`src/rtl/gcr_ser_pkg.sv`:
```
package gcr_ser_pkg;

  localparam int unsigned GCR_WORD_W = 10;
  localparam int unsigned GCR_DATA_W = 8;

  // 4-bit nibble to 5-bit group code (no more than two zeros in a row)
  function automatic logic [4:0] gcr_nibble(input logic [3:0] n);
    logic [4:0] c;
    case (n)
      4'h0: c = 5'b01010;
      4'h1: c = 5'b01011;
      4'h2: c = 5'b10010;
      4'h3: c = 5'b10011;
      4'h4: c = 5'b01110;
      4'h5: c = 5'b01111;
      4'h6: c = 5'b10110;
      4'h7: c = 5'b10111;
      4'h8: c = 5'b01001;
      4'h9: c = 5'b11001;
      4'hA: c = 5'b11010;
      4'hB: c = 5'b11011;
      4'hC: c = 5'b01101;
      4'hD: c = 5'b11101;
      4'hE: c = 5'b11110;
      default: c = 5'b10101;
    endcase
    return c;
  endfunction

  // Write-side table index: top bit marks the write half of the table
  function automatic logic [9:0] wr_index(input logic [7:0] d, input logic s);
    return {1'b1, d[7:4], s, d[3:0]};
  endfunction

  // 8-bit table output; the middle bit of each code equals the matching
  // nibble's bit 2, so it is taken from the index instead of the table
  function automatic logic [7:0] wr_lookup(input logic [9:0] idx);
    logic [4:0] h;
    logic [4:0] l;
    if (idx[4]) return 8'hFF;
    h = gcr_nibble(idx[8:5]);
    l = gcr_nibble(idx[3:0]);
    return {h[4], h[3], h[1], h[0], l[4], l[3], l[1], l[0]};
  endfunction

  // Interleave table output and index bits into the 10-bit line word
  function automatic logic [9:0] pack_word(input logic [7:0] e, input logic [9:0] idx);
    logic s;
    s = idx[4];
    return {e[7], e[6], idx[7] | s, e[5], e[4], e[3], e[2], idx[2] | s, e[1], e[0]};
  endfunction

endpackage

```
`src/rtl/gcr_bit_counter.sv`:
```
module gcr_bit_counter #(
  parameter int unsigned MODULUS = 10
) (
  input  logic                         clk,
  input  logic                         rst_n,
  input  logic                         wr_en,
  input  logic                         step,
  output logic [$clog2(MODULUS)-1:0]   cnt,
  output logic                         boundary
);
  localparam int unsigned CNT_W = $clog2(MODULUS);
  localparam logic [CNT_W-1:0] LAST = CNT_W'(MODULUS - 1);

  assign boundary = (cnt == LAST);

  // Parked on the boundary outside write mode so the first strobe loads
  always_ff @(posedge clk or negedge rst_n) begin
    if (!rst_n)          cnt <= LAST;
    else if (!wr_en)     cnt <= LAST;
    else if (step)       cnt <= boundary ? '0 : cnt + 1'b1;
  end

  p_cnt_range_r2: assert property (@(posedge clk) disable iff (!rst_n)
    cnt <= LAST);

  p_cnt_wrap_r2: assert property (@(posedge clk) disable iff (!rst_n)
    (wr_en && step && boundary) |=> (cnt == '0));

  p_cnt_advance_r2: assert property (@(posedge clk) disable iff (!rst_n)
    (wr_en && step && !boundary) |=> (cnt == $past(cnt) + 1'b1));

endmodule

```
`src/rtl/gcr_write_encoder.sv`:
```
module gcr_write_encoder
  import gcr_ser_pkg::*;
(
  input  logic [GCR_DATA_W-1:0] data,
  input  logic                  sync,
  output logic [9:0]            index,
  output logic [7:0]            lut_out,
  output logic [GCR_WORD_W-1:0] word
);
  always_comb begin
    index   = wr_index(data, sync);
    lut_out = wr_lookup(index);
    word    = pack_word(lut_out, index);
  end
endmodule

```
`src/rtl/gcr_shift_out.sv`:
```
module gcr_shift_out #(
  parameter int unsigned WORD_W = 10
) (
  input  logic              clk,
  input  logic              rst_n,
  input  logic              wr_en,
  input  logic              load,
  input  logic              shift,
  input  logic [WORD_W-1:0] word,
  output logic [WORD_W-1:0] q
);
  always_ff @(posedge clk or negedge rst_n) begin
    if (!rst_n)      q <= '0;
    else if (!wr_en) q <= '0;
    else if (load)   q <= word;
    else if (shift)  q <= {q[WORD_W-2:0], 1'b0};
  end

  p_load_word_r3: assert property (@(posedge clk) disable iff (!rst_n)
    (wr_en && load) |=> (q == $past(word)));

  p_shift_left_r4: assert property (@(posedge clk) disable iff (!rst_n)
    (wr_en && shift && !load) |=> (q == {$past(q[WORD_W-2:0]), 1'b0}));

  p_hold_r4: assert property (@(posedge clk) disable iff (!rst_n)
    (wr_en && !shift && !load) |=> $stable(q));

endmodule

```
`src/rtl/gcr_write_serializer.sv`:
```
module gcr_write_serializer
  import gcr_ser_pkg::*;
(
  input  logic       clk,
  input  logic       rst_n,
  input  logic       bit_strobe,
  input  logic       wr_en,
  input  logic [7:0] wr_data,
  input  logic       wr_sync,
  output logic       wr_bit,
  output logic       byte_req
);
  localparam int unsigned CNT_W = $clog2(GCR_WORD_W);

  logic [CNT_W-1:0]      bit_cnt;
  logic                  at_boundary;
  logic                  load_evt;
  logic                  shift_evt;
  logic [9:0]            enc_index;
  logic [7:0]            enc_lut;
  logic [GCR_WORD_W-1:0] enc_word;
  logic [GCR_WORD_W-1:0] shreg;
  logic                  req_q;

  gcr_bit_counter #(.MODULUS(GCR_WORD_W)) u_cnt (
    .clk      (clk),
    .rst_n    (rst_n),
    .wr_en    (wr_en),
    .step     (bit_strobe),
    .cnt      (bit_cnt),
    .boundary (at_boundary)
  );

  gcr_write_encoder u_enc (
    .data    (wr_data),
    .sync    (wr_sync),
    .index   (enc_index),
    .lut_out (enc_lut),
    .word    (enc_word)
  );

  // Named events for the checks
  assign load_evt  = wr_en & bit_strobe & at_boundary;
  assign shift_evt = wr_en & bit_strobe & ~at_boundary;

  gcr_shift_out #(.WORD_W(GCR_WORD_W)) u_sh (
    .clk   (clk),
    .rst_n (rst_n),
    .wr_en (wr_en),
    .load  (load_evt),
    .shift (shift_evt),
    .word  (enc_word),
    .q     (shreg)
  );

  always_ff @(posedge clk or negedge rst_n) begin
    if (!rst_n) req_q <= 1'b0;
    else        req_q <= load_evt;
  end

  assign wr_bit   = wr_en & shreg[GCR_WORD_W-1];
  assign byte_req = req_q;

  p_sync_word_r6: assert property (@(posedge clk) disable iff (!rst_n)
    wr_sync |-> (enc_word == '1));

  p_req_single_r7: assert property (@(posedge clk) disable iff (!rst_n)
    byte_req |=> !byte_req);

  p_req_follows_load_r7: assert property (@(posedge clk) disable iff (!rst_n)
    load_evt |=> byte_req);

  p_idle_low_r8: assert property (@(posedge clk) disable iff (!rst_n)
    !wr_en |-> !wr_bit);

endmodule

```
`config.mk`:
```
export PLATFORM = sky130hd
export DESIGN_NAME = gcr_write_serializer
export DESIGN_NICKNAME = d
export VERILOG_FILES = /design/src/rtl/gcr_ser_pkg.sv /design/src/rtl/gcr_bit_counter.sv /design/src/rtl/gcr_write_encoder.sv /design/src/rtl/gcr_shift_out.sv /design/src/rtl/gcr_write_serializer.sv
export SDC_FILE = /design/constraint.sdc
export NUM_CORES = 1
export LEC_CHECK = 0
export CAP_MARGIN = 20
export CORE_MARGIN = 5
export CORE_UTILIZATION = 27
export CTS_CLUSTER_SIZE = 10
export DETAILED_ROUTE_END_ITERATION = 16
export SLEW_MARGIN = 15
export SYNTH_ARGS = -nofsm -noshare
export SYNTH_HDL_FRONTEND = slang
export SYNTH_SLANG_ARGS = --single-unit
```
`constraint.sdc`:
```
create_clock -name clk -period 3.4 [get_ports clk]
set_input_delay 0.68 -clock clk [delete_from_list [all_inputs] [get_ports clk]]
set_output_delay 0.68 -clock clk [all_outputs]
set_load 0.02 [all_outputs]
```
==> flow_summary.ini, run 1 <==
[timing]
period_share = 0.794
slew_viol_final = 0
worst_pin_slew_ps = 672
rsz0062_at_grt = no
setup_viol = 0
timing.fmax_mhz = 370
postLayoutSetupSlackWorst_ps = 701
timing.final.crit_period_ps = 2700
finalHoldViolations = 0
setup-tns-final_ps = 0
maxSlewHeadroom = 0.551
clock_skew_ps = 7.13

[clock_network]
clk_transition_reported_paths_ps = 100
clk_latency_ps = 290
cts.hold.buffers_added = 0
cts_made_buffers = 3
cts_max_level = 1
cts_max_path_buffers = 2
tritoncts = yes
postCtsSetupRepairBufs = 0
clkSinkCount = 15
cts.repair.resized = 0
clk_root_buffer_cell = clkbuf_4

[final_layout]
final_common_cell = clkdlybuf4s50_1
highest_count_cells_in_the_layout_ignoring_fill_and_taps = 14 x clkdlybuf4s50_1, 13 x dfrtp_1, 9 x nand2_1
final_net_count = 113
synthToLayoutAreaGrowth_pct = 22.3
n_antenna_cell = 0
drive_above_1_share = 0.0825

[setup_path]
cp-end-kind = output pin
critical_path.cell_chain = clkdlybuf4s50_1 -> and2_1 -> clkdlybuf4s50_1
critPathKind = in2out
worst_path_max_delay_cell = clkdlybuf4s50_1
crit_fanout = 8
path_common_cell = clkdlybuf4s50_1
worst-r2r-setup-slack_ps = 1810
worstSetupStartpointType = input pin
critical_path.top_delay_family = buffers and inverters
worst-path-buf-inv = 2
max_stage_delay_ps = 600
worstPathRequired_ps = 2720
arrival_time_of_the_worst_setup_path_ps = 2020

[grt]
grtUsageTotal = 0.0886
grt_pass1_vias = 684
grt_overflow = 0
pin_count_of_the_biggest_net_entering_global_routing = 20
global_route_wire_length_before_repair_um = 2990
grt_antenna_before_repair = 0

[routing]
total_drc_errors_in_the_routed_layout = 0
detailroute.via_count = 680
sum_of_routed_wire_length_over_all_layers_um = 1680
detailedRoute.firstPassIterationCount = 4
wire_per_inst_um = 12.9
routed_via_density = 5.23
final_antenna_net_count = 0
drt_iter0_markers = 27

[yosys]
post-synth-top-area-fraction = 0.394
postSynthRegisterBits = 15
synth_cell_types = 26
netlist_instances = 84
syn-mean-instance-area_um2 = 9.83
synth.top_cells.by_area = dfrtp_1 39%, a32oi_1 7.4%, dfstp_2 6.4%
synthesis.area_um2 = 826
yosys_warning_total = 0
portion_of_the_post_synthesis_area_used_by_sequential_elements = 0.458
synthDominantAreaCellType = dfrtp_1
synth_nets = 99

[die]
floorplan.die_area_um2 = 4260
top_level_ports = 15
dieWidth_um = 65.3
die_h_um = 65.3
fp-row-count = 20
starting_density_of_the_core = 0.275
coreArea_um2 = 3000

[power]
sw_frac_of_total = 0.294
switchingPower_uw = 116
p_per_area_nw_per_um2 = 391
pwr-share-comb = 0.203
p_clk_frac = 0.267
static-leakage-power_uw = 0.000408
power.total_uw = 394
worst_vdd_rail_ir_drop_uv = 131
pwr-share-seq = 0.530
p_int_uw = 279

[run_status]
status = finished clean

[run]
maxCapViolations = 0

[placed_design]
place.gp.congestion = 0.722
port_buffers = 14
place.detailed.hpwl_um = 1270
pre_cts_slack_ps = 694

[worst_hold_path]
worst_hold_path_type = reg2reg
[area by class of cell]
class | instances | area (µm²)
fillers | 321 | 1990
clock inverters | 1 | 7.51
inverters | 5 | 18.8
well taps | 33 | 41.3
clock buffers | 3 | 22.5
repair buffers | 14 | 140
flip-flops and latches | 15 | 378
multi-input cells | 59 | 402
[routing by layer]
metal  vias up  track usage  wire, µm
met3         2       0.0359        97
li1        343            -         -
met1       318        0.118       845
met2        17        0.137       727
met5         -            0         0
met4         0       0.0155        12
[metrics by stage]
step                      cell area, µm²   util  std cells  hold slack [ps]
final                               1010  0.336        130              499
after global routing                1010  0.336        130              531
after CTS                           1010  0.336        130              504
after detailed placement             980  0.326        126              481
after global placement               980  0.326        126              472
after floorplan                      826      -         84              384
[tightest hold or removal path: stages (launching register included)]
cell and delay [ps]:
dfrtp_1 360, a32oi_1 50, o21ai_0 60
[synth_stat cells]
cell type  count
o21ai_0        7
inv_1          5
a211oi_1       6
nand3_1        3
and2_1         2
o31ai_1        4
or3b_1         1
a31o_2         1
a21boi_1       1
a21boi_0       2
nand3b_1       1
nand2_1        9
nand2b_1       4
nor2b_1        1
o311ai_0       2
dfstp_2        2
a32oi_1        7
buf_2          1
dfrtp_1       13
buf_4          2
nand3b_4       1
ha_1           2
clkbuf_1       2
and4b_1        1
a21oi_1        2
nor2_1         2
[state kept, by name, indices dropped and copies added, names as in the netlist]
| register | count |
|---|---|
| u_sh.q | 10 |
| u_cnt.cnt | 4 |
| byte_req | 1 |
[cells by family (layout without fill, tap and decap cells)]
logic type,count (synthesis),after routing,synth area share
compound gates,32,32,0.279
buf+inv,10,23,0.0561
flops,15,15,0.458
simple gates,25,25,0.177
fa+ha+maj,2,2,0.0303
[power by group through the flow]
stage	logic, µW	registers (µW)	clock network, µW
2_1_floorplan	50.0	210	0
3_3_place_gp	78.5	211	0
3_5_place_dp	80.6	212	0
4_1_cts	80.9	209	111
5_1_grt	89.5	211	121
6_report	79.9	209	105
[final timing paths]
kind | start | to | cells past startpoint
max in group asynchronous | rst_n | u_sh.q[9]$_DFFE_PN0P_ | 1
min in group asynchronous | rst_n | byte_req$_DFF_PN0_ | 1
min reg2reg | u_sh.q[1]$_DFFE_PN0P_ | u_sh.q[1]$_DFFE_PN0P_ | 2
min | u_sh.q[1]$_DFFE_PN0P_ | u_sh.q[1]$_DFFE_PN0P_ | 2
max | wr_en | wr_bit | 3
max reg2reg | u_cnt.cnt[0]$_DFFE_PN1P_ | u_sh.q[3]$_DFFE_PN0P_ | 4
(Power assumes the default switching activity.)
==> run 2: changes to the inputs <==
==> constraint.sdc (replaced) <==
create_clock -name clk -period 2.6 [get_ports clk]
set_input_delay 0.52 -clock clk [delete_from_list [all_inputs] [get_ports clk]]
set_output_delay 0.52 -clock clk [all_outputs]
set_load 0.02 [all_outputs]
==> flow_summary.ini, run 2 (same netlist as run 1, synthesis figures left out) <==
[placed_design]
place.detailed.hpwl_um = 1290
pre_cts_slack_ps = 353
place.gp.congestion = 0.743
port_buffers = 14

[worst_hold_path]
timing.hold.worst_path_depth = 2
worstHoldEndpoint = u_sh.q[0]$_DFFE_PN0P_
worst_hold_path_type = reg2reg
min_from = u_sh.q[0]$_DFFE_PN0P_

[clock_network]
clk_latency_ps = 280
clk_root_buffer_cell = clkbuf_4
cts.repair.resized = 0
cts_max_path_buffers = 2
postCtsSetupRepairBufs = 0
cts.hold.buffers_added = 0
cts_made_buffers = 3
clk_transition_reported_paths_ps = 90
tritoncts = yes
clkSinkCount = 15
cts_max_level = 1

[grt]
grt_overflow = 0
grtUsageTotal = 0.0936
grt_pass1_vias = 690
grt_antenna_before_repair = 0
global_route_wire_length_before_repair_um = 3110
pin_count_of_the_biggest_net_entering_global_routing = 20

[final_layout]
drive_above_1_share = 0.0918
highest_count_cells_in_the_layout_ignoring_fill_and_taps = 14 x clkdlybuf4s50_1, 13 x dfrtp_1, 9 x nand2_1
n_fill_cell = 312
final_net_count = 114
seq_area_um2 = 378
synthToLayoutAreaGrowth_pct = 22.9
n_antenna_cell = 0
register_with_the_most_flip_flops = u_sh.q
largest_reg_flops = 10
multi_input_comb_area_um2 = 402
final_common_cell = clkdlybuf4s50_1

[timing]
timing.fmax_mhz = 445
postLayoutSetupSlackWorst_ps = 354
worst_pin_slew_ps = 664
setup-tns-final_ps = 0
setup_viol = 0
slew_viol_final = 0
rsz0062_at_grt = no
timing.final.crit_period_ps = 2250
period_share = 0.864
finalHoldViolations = 0
clock_skew_ps = 2.78
maxSlewHeadroom = 0.556

[setup_path]
worstRegToRegCells = 4
crit_fanout = 2
arrival_time_of_the_worst_setup_path_ps = 1730
worstPathRequired_ps = 2080
critPathKind = in2out
worstSetupStartpointType = input pin
worst-r2r-setup-slack_ps = 990
end_of_the_worst_register_to_register_path = u_sh.q[8]$_DFFE_PN0P_
cp-end-kind = output pin
reg2reg_from = u_cnt.cnt[0]$_DFFE_PN1P_

[die]
dieWidth_um = 65.3
top_level_ports = 15
floorplan.die_area_um2 = 4260
starting_density_of_the_core = 0.275
die_h_um = 65.3
coreArea_um2 = 3000
fp-row-count = 20

[routing]
total_drc_errors_in_the_routed_layout = 0
drt_iter0_markers = 47
final_antenna_net_count = 0
wire_per_inst_um = 13.3
routed_via_density = 5.27
sum_of_routed_wire_length_over_all_layers_um = 1740
detailroute.via_count = 691
detailedRoute.firstPassIterationCount = 4

[power]
power.total_uw = 513
static-leakage-power_uw = 0.000416
p_per_area_nw_per_um2 = 505
worst_vdd_rail_ir_drop_uv = 120

[run]
maxCapViolations = 0

[run_status]
status = finished clean
-- run 2: worst max path at each step --
stage,startpoint,end,cells past startpoint
2_1_floorplan,u_cnt.cnt[0]$_DFFE_PN1P_,u_sh.q[9]$_DFFE_PN0P_,5
3_3_place_gp,wr_en,wr_bit,3
3_5_place_dp,wr_en,wr_bit,3
4_1_cts,wr_en,wr_bit,3
5_1_grt,wr_en,wr_bit,3
6_report,wr_en,wr_bit,3
-- run 2: through the flow --
stage / area (µm²) / utilization / instances / hold slack [ps]
4_1_cts: 1010 / 0.338 / 131 / 505
6_report: 1010 / 0.338 / 131 / 498
3_5_place_dp: 987 / 0.329 / 127 / 481
5_1_grt: 1010 / 0.338 / 131 / 535
3_3_place_gp: 987 / 0.329 / 127 / 471
2_1_floorplan: 826 / - / 84 / 224
-- run 2: per-layer routing --
layer	share of wire	up-vias	track usage	routed length, µm
li1	-	343	-	-
met1	0.49	327	0.123	858
met2	0.44	19	0.145	758
met3	0.058	2	0.0291	101
met4	0.0098	0	0.0311	17
met5	0	-	0	0
-- run 2: layout make-up --
class                   count  share of cell area
repair buffers             15               0.146
multi-input cells          59               0.396
inverters                   5              0.0185
well taps                  33              0.0407
clock buffers               3              0.0222
flip-flops and latches     15               0.372
clock inverters             1             0.00493
-- run 2: where the power goes --
group / switching [µW] / internal [µW]
sequential: 16.1 / 258
combinational: 58.4 / 49.5
clock: 73.8 / 57.0
total: 148 / 364
-- run 2: worst max-delay path, cell delays in order --
cell and delay, ps:
clkdlybuf4s50_1 490, and2_1 120, clkdlybuf4s50_1 590
==> run 3: changes to the inputs <==
--- a/config.mk
+++ b/config.mk
@@ -6,6 +6,7 @@
 export NUM_CORES = 1
 export LEC_CHECK = 0
 export CAP_MARGIN = 20
+export CORE_ASPECT_RATIO = 1.75
 export CORE_MARGIN = 5
 export CORE_UTILIZATION = 27
 export CTS_CLUSTER_SIZE = 10
==> flow_summary.ini, run 3 (same netlist as run 1, synthesis figures left out) <==
[timing]
clock_skew_ps = 1.34
setup_viol = 0
timing.fmax_mhz = 438
postLayoutSetupSlackWorst_ps = 317
finalHoldViolations = 0
slew_viol_final = 0
rsz0062_at_grt = no
setup-tns-final_ps = 0
worst_pin_slew_ps = 660
maxSlewHeadroom = 0.558
period_share = 0.878
timing.final.crit_period_ps = 2280

[routing]
detailroute.via_count = 674
drt_iter0_markers = 14
routed_via_density = 5.31
m1WireLength_um = 709
dr_wl_met2_um = 893
routed-wl-met3_um = 73
top_layer = met4
sum_of_routed_wire_length_over_all_layers_um = 1710
detailedRoute.firstPassIterationCount = 4
total_drc_errors_in_the_routed_layout = 0
final_antenna_net_count = 0
wire_per_inst_um = 13.5

[clock_network]
tritoncts = yes
cts_max_level = 1
clkSinkCount = 15
cts.hold.buffers_added = 0
cts.repair.resized = 0
cts_made_buffers = 3
clk_root_buffer_cell = clkbuf_8
clk_transition_reported_paths_ps = 60
cts_max_path_buffers = 2
clk_latency_ps = 240
postCtsSetupRepairBufs = 0

[final_layout]
seq_area_um2 = 378
fin_util = 0.353
n_fill_cell = 311
multi_input_comb_area_um2 = 402
final_common_cell = clkdlybuf4s50_1
final_net_count = 115
largest_reg_flops = 10
n_antenna_cell = 0
drive_above_1_share = 0.0909
highest_count_cells_in_the_layout_ignoring_fill_and_taps = 14 x clkdlybuf4s50_1, 13 x dfrtp_1, 9 x nand2_1
register_with_the_most_flip_flops = u_sh.q
synthToLayoutAreaGrowth_pct = 25.2

[power]
p_clk_frac = 0.325
switchingPower_uw = 148
sw_frac_of_total = 0.262
static-leakage-power_uw = 0.000426
p_per_area_nw_per_um2 = 546
pwr-share-comb = 0.190
worst_vdd_rail_ir_drop_uv = 214
p_int_uw = 417
pwr-share-seq = 0.485

[grt]
grt_overflow = 0
grt_pass1_vias = 689
pin_count_of_the_biggest_net_entering_global_routing = 20
grtUsageTotal = 0.0905
grt_antenna_before_repair = 0
global_route_wire_length_before_repair_um = 3020

[placed_design]
pre_cts_slack_ps = 305
port_buffers = 14
place.gp.congestion = 0.682
place.detailed.hpwl_um = 1320

[die]
dieWidth_um = 51.8
top_level_ports = 15
fp-row-count = 26
die_h_um = 83.2
floorplan.die_area_um2 = 4310
coreArea_um2 = 2930
starting_density_of_the_core = 0.282

[setup_path]
critPathKind = in2out
cp-end-kind = output pin
arrival_time_of_the_worst_setup_path_ps = 1760
worstSetupStartpointType = input pin
worstPathRequired_ps = 2080
crit_fanout = 2

[run]
maxCapViolations = 0

[run_status]
status = finished clean

[worst_hold_path]
worst_hold_path_type = reg2reg
## run 3: cell count changes in the layout (fill, tap and decap cells not counted), sizes merged
cell    delta
clkinv     -1
clkbuf     +1
buf        +1
## run 3: cell type report
type | instances | area share
Tap cell | 28 | 0.0339
Multi-Input combinational cell | 59 | 0.389
Sequential cell | 15 | 0.366
Timing Repair Buffer | 16 | 0.150
Clock buffer | 4 | 0.0436
Inverter | 5 | 0.0182
## run 3: stage by stage
| stage | total power (µW) | cell area, µm² | hold slack [ps] | cells |
|---|---|---|---|---|
| after global placement | 384 | 988 | 470 | 123 |
| after floorplan | 340 | 826 | 224 | 84 |
| after global routing | 600 | 1030 | 498 | 127 |
| final | 564 | 1030 | 477 | 127 |
| after detailed placement | 386 | 988 | 467 | 123 |
| after CTS | 571 | 1030 | 479 | 127 |
## run 3: final timing paths
check / startpoint / endpoint / slack, ps / cells after the start
min in group asynchronous: rst_n / u_sh.q[1]$_DFFE_PN0P_ / 690 / 1
min reg2reg: u_sh.q[0]$_DFFE_PN0P_ / u_sh.q[0]$_DFFE_PN0P_ / 480 / 2
max: wr_en / wr_bit / 320 / 3
min: u_sh.q[0]$_DFFE_PN0P_ / u_sh.q[0]$_DFFE_PN0P_ / 480 / 2
max in group asynchronous: rst_n / u_sh.q[3]$_DFFE_PN0P_ / 1500 / 1
max reg2reg: u_cnt.cnt[0]$_DFFE_PN1P_ / u_sh.q[6]$_DFFE_PN0P_ / 1020 / 4
## run 3: layer usage
metal / global-route usage / vias to the layer above
met5: 0 / -
met4: 0.0573 / 0
met3: 0.0161 / 2
met2: 0.146 / 12
met1: 0.106 / 318
li1: - / 342
## run 3: worst max-delay path: stages
cell	delay, ps
clkdlybuf4s50_1	500
and2_1	140
clkdlybuf4s50_1	600
## run 3: power groups by stage
stage,Sequential (µW),Clock [µW],Combinational (µW)
4_1_cts,274,188,109
2_1_floorplan,275,0,65.4
3_5_place_dp,278,0,109
6_report,274,183,107
5_1_grt,277,202,121
3_3_place_gp,277,0,107
